<file path="src/rtl/quadcol_ram.sv">
module quadcol_ram #(
  parameter int ADDR_W = 6,
  parameter logic [(1<<ADDR_W)-1:0] INIT_COL0 = '0,
  parameter logic [(1<<ADDR_W)-1:0] INIT_COL1 = '0,
  parameter logic [(1<<ADDR_W)-1:0] INIT_COL2 = '0,
  parameter logic [(1<<ADDR_W)-1:0] INIT_COL3 = '0,
  parameter bit WR_ON_FALL = 1'b0
) (
  input  logic              wr_clk,
  input  logic              wr_en,
  input  logic [ADDR_W-1:0] rw_addr,
  input  logic [ADDR_W-1:0] rd_addr0,
  input  logic [ADDR_W-1:0] rd_addr1,
  input  logic [ADDR_W-1:0] rd_addr2,
  input  logic [3:0]        wr_data,
  output logic              q0,
  output logic              q1,
  output logic              q2,
  output logic              q3
);
  localparam int DEPTH = 1 << ADDR_W;
  localparam int NCOL  = 4;

  logic [DEPTH-1:0] col [NCOL];

  initial begin
    col[0] = INIT_COL0;
    col[1] = INIT_COL1;
    col[2] = INIT_COL2;
    col[3] = INIT_COL3;
  end

  generate
    if (WR_ON_FALL) begin : g_fall
      always_ff @(negedge wr_clk)
        if (wr_en)
          for (int i = 0; i < NCOL; i++) col[i][rw_addr] <= wr_data[i];
    end else begin : g_rise
      always_ff @(posedge wr_clk)
        if (wr_en)
          for (int i = 0; i < NCOL; i++) col[i][rw_addr] <= wr_data[i];
    end
  endgenerate

  assign q0 = col[0][rd_addr0];
  assign q1 = col[1][rd_addr1];
  assign q2 = col[2][rd_addr2];
  assign q3 = col[3][rw_addr];
endmodule

</file>
<file path="config.mk">
export PLATFORM = sky130hd
export DESIGN_NAME = quadcol_ram
export DESIGN_NICKNAME = d
export VERILOG_FILES = /design/src/rtl/quadcol_ram.sv
export SDC_FILE = /design/constraint.sdc
export NUM_CORES = 1
export LEC_CHECK = 0
export BUFFER_PORTS_ARGS = -buffer_cell sky130_fd_sc_hd__buf_2
export CAP_MARGIN = 20
export CORE_MARGIN = 3
export CORE_UTILIZATION = 27
export DETAILED_ROUTE_END_ITERATION = 6
export PLACE_DENSITY = 0.41
export REMOVE_ABC_BUFFERS = 1
export SLEW_MARGIN = 20
export SYNTH_ARGS = -nofsm -noshare
export SYNTH_HDL_FRONTEND = slang
export SYNTH_SLANG_ARGS = --single-unit
</file>
<file path="constraint.sdc">
create_clock -name wr_clk -period 2.8 [get_ports wr_clk]
set_input_delay 0.56 -clock wr_clk [delete_from_list [all_inputs] [get_ports wr_clk]]
set_output_delay 0.56 -clock wr_clk [all_outputs]
set_load 0.05 [all_outputs]
</file>
==> summary.txt <==
status: complete, but fails checks
failing checks: setup timing
Power Total: 8.37 mW
Slew @ Worst Pin: 0.707 ns
Num CTS Buffers: 27
worst-path fanout max: 2
core area: 37,700 sq um
synthesis-stage register bit count: 256
critical path arrival: 2.29 ns
post-route DRC violation count: 0
Die ar.: 40,700 sq um
setup-violating endpoint count in the final report: 2
Max-Cap Viols: 0
clk buf depth: 3
Routed Antenna Nets: 0
WHS Endpoint: col[1][42]
IO buf count: 33
Inserted Diodes: 0
initial antenna violation count: 1
TritonCTS clock tree: built
Reg clk slew, reported paths: 0.06 ns
1st-iter DRT viols: 549
largest net degree at the start of global routing: 65
initial core utilization: 27.4%
Cells after Synth: 523
Die Ht: 202 um
number of I/O pins: 34
hold crit path type: input pin to flip-flop
H-tree depth: 1
layout net count: 672
worst IR drop on VDD: 311 uV
DRT Pass-1 Iters: 4
synth warn: 0
worst slack, placed: -0.303 ns
largest area contributor in the netlist: edfxtp_1
post-synthesis sequential area ratio: 74.4%
Main synth FF type: edfxtp_1
CP startpoint: col[3][40]
vias per cell: 4.63
Startpoint Class: flip-flop
Clock Sink Count: 256
hold_buf cts: 0
vias in the first global route: 5,679
asr flop ratio synth: 0%
Critical Path End Type: output pin
largest cells by area after synthesis: edfxtp_1, mux4_2, mux4_1, nor2_1, mux2i_1
layout cell share with drive strength beyond 1: 35.8%
global-route wire length before repair: 41,700 um
std cell rows: 71
hold violation count in the final report: 0
post-synth cell types: 36
fin crit period: 2.85 ns
Placer Congestion: 0.765
hold_sp: wr_data[1]
final wirelength: 29,000 um
# Post-CTS Setup Buffers: 0
EDFF count, synth: 256
top-area cell type share of the netlist area: 74.4%
Final Max Slew Viols: 0
total gr overflow: 0
WL/cell: 24.8 um
Regs by FF count: col (256)
synthesized area: 10,300 sq um
Die Wd: 202 um
Final HPWL DP: 20,700 um
static leakage: 4.13 nW
Worst slew margin: 52.9%
Final period util: 102%
Area growth, synth to finish: 22.6%
largest reg by FF count: col
clk root buf: clkbuf_16
worst path required time: 2.24 ns
GRT Resource Usage Total: 14.1%
Critical Setup Path Class: flip-flop to output pin
slack of the critical path: -0.0540 ns
RSZ-0062 raised after global routing: yes
Pwr per Cell Area: 661 nW/um^2
max reg flops: 256
Hold Path Stages: 1
Synth Area per Inst: 19.8 sq um
via count: 5,418
Fmax achieved: 350 MHz
## report_power, final
group / switching, mW / internal (mW) / leakage, nW
clock: 1.43 / 2.12 / 0.425
sequential: 0.00607 / 4.24 / 2.30
combinational: 0.336 / 0.237 / 1.40
total: 1.77 / 6.60 / 4.13
## worst max-delay path by stage
| stage | depth (start not counted) | endpoint | slack, ns |
|---|---|---|---|
| floorplan | 5 | q3 | 0.02 |
| global placement | 8 | q3 | -0.33 |
| detailed placement | 8 | q3 | -0.30 |
| CTS | 7 | q0 | -0.07 |
| global route | 6 | q3 | -0.14 |
| finish | 6 | q3 | -0.05 |
## layer usage
layer / track usage, % / part of all wire (%) / vias up
li1: - / - / 2374
met1: 20.3 / 46 / 2879
met2: 23.0 / 48 / 133
met3: 2.10 / 4.3 / 30
met4: 3.19 / 1.9 / 2
met5: 0 / 0.069 / -
## layout by cell type (no fill, tap or decap), types with 5 or more instances in the layout
cell and instances:
clkbuf_16 27, mux2_2 5, mux4_1 7, mux2i_1 14, buf_4 85, nand2_1 11
nor2b_1 5, edfxtp_1 256, nand2b_1 7, mux4_2 56, clkinv_2 7, buf_12 8
buf_6 5, nand3_1 8, nor2_1 72, nand3b_1 6, buf_2 21
## area by class of cell
cell class | count | area, sq um
repair buffers | 119 | 960
multi-input cells | 237 | 2510
clock buffers | 30 | 687
clock inverters | 16 | 181
flip-flops and latches | 256 | 7690
fillers | 3624 | 25000
well taps | 511 | 639
inverters | 1 | 3.75
## through the flow
step / hold WS (ns) / utilization (%) / cells / TNS [ns] / cell area (sq um)
global placement: 1.02 / 31.1 / 1124 / -0.905 / 11700
finish: 0.499 / 33.6 / 1170 / -0.100 / 12700
floorplan: 0.659 / - / 494 / 0 / 10200
detailed placement: 1.06 / 31.1 / 1124 / -0.842 / 11700
global route: 0.513 / 33.6 / 1170 / -0.363 / 12700
CTS: 0.494 / 33.6 / 1170 / -0.181 / 12700
## synth_stat cells (4+ instances only)
cell type	number
a21oi_1	4
buf_2	15
clkbuf_1	8
edfxtp_1	256
mux2_2	7
mux2i_1	18
mux4_1	16
mux4_2	47
nand2_1	12
nand2b_1	7
nand3_1	9
nand3b_1	6
nor2_1	72
nor2b_1	5
o21ai_0	4
o22ai_1	6
## what timing repair did
| item | in CTS | in global routing |
|---|---|---|
| pin swaps | 9 | 5 |
| gates resized for setup | 34 | 7 |
| endpoints found under the setup margin | 4 | 4 |
## worst max-delay path, stage by stage, from the launching register on
cell and delay (ns):
edfxtp_1 0.39, mux4_2 0.50, a22oi_2 0.24, nand2b_1 0.17
a21oi_1 0.20, o21ai_2 0.10, buf_6 0.16
## cells by family after synthesis
| logic type | count (synthesis) | share of synthesized area [%] |
|---|---|---|
| AO/OA/AOI/OAI | 23 | 1.54 |
| multiplexers | 88 | 16.8 |
| buffers and inverters | 30 | 1.65 |
| flip-flops | 256 | 74.4 |
| AND/OR/NAND/NOR | 126 | 5.63 |
No activity file was read; power rests on OpenSTA's default activity.
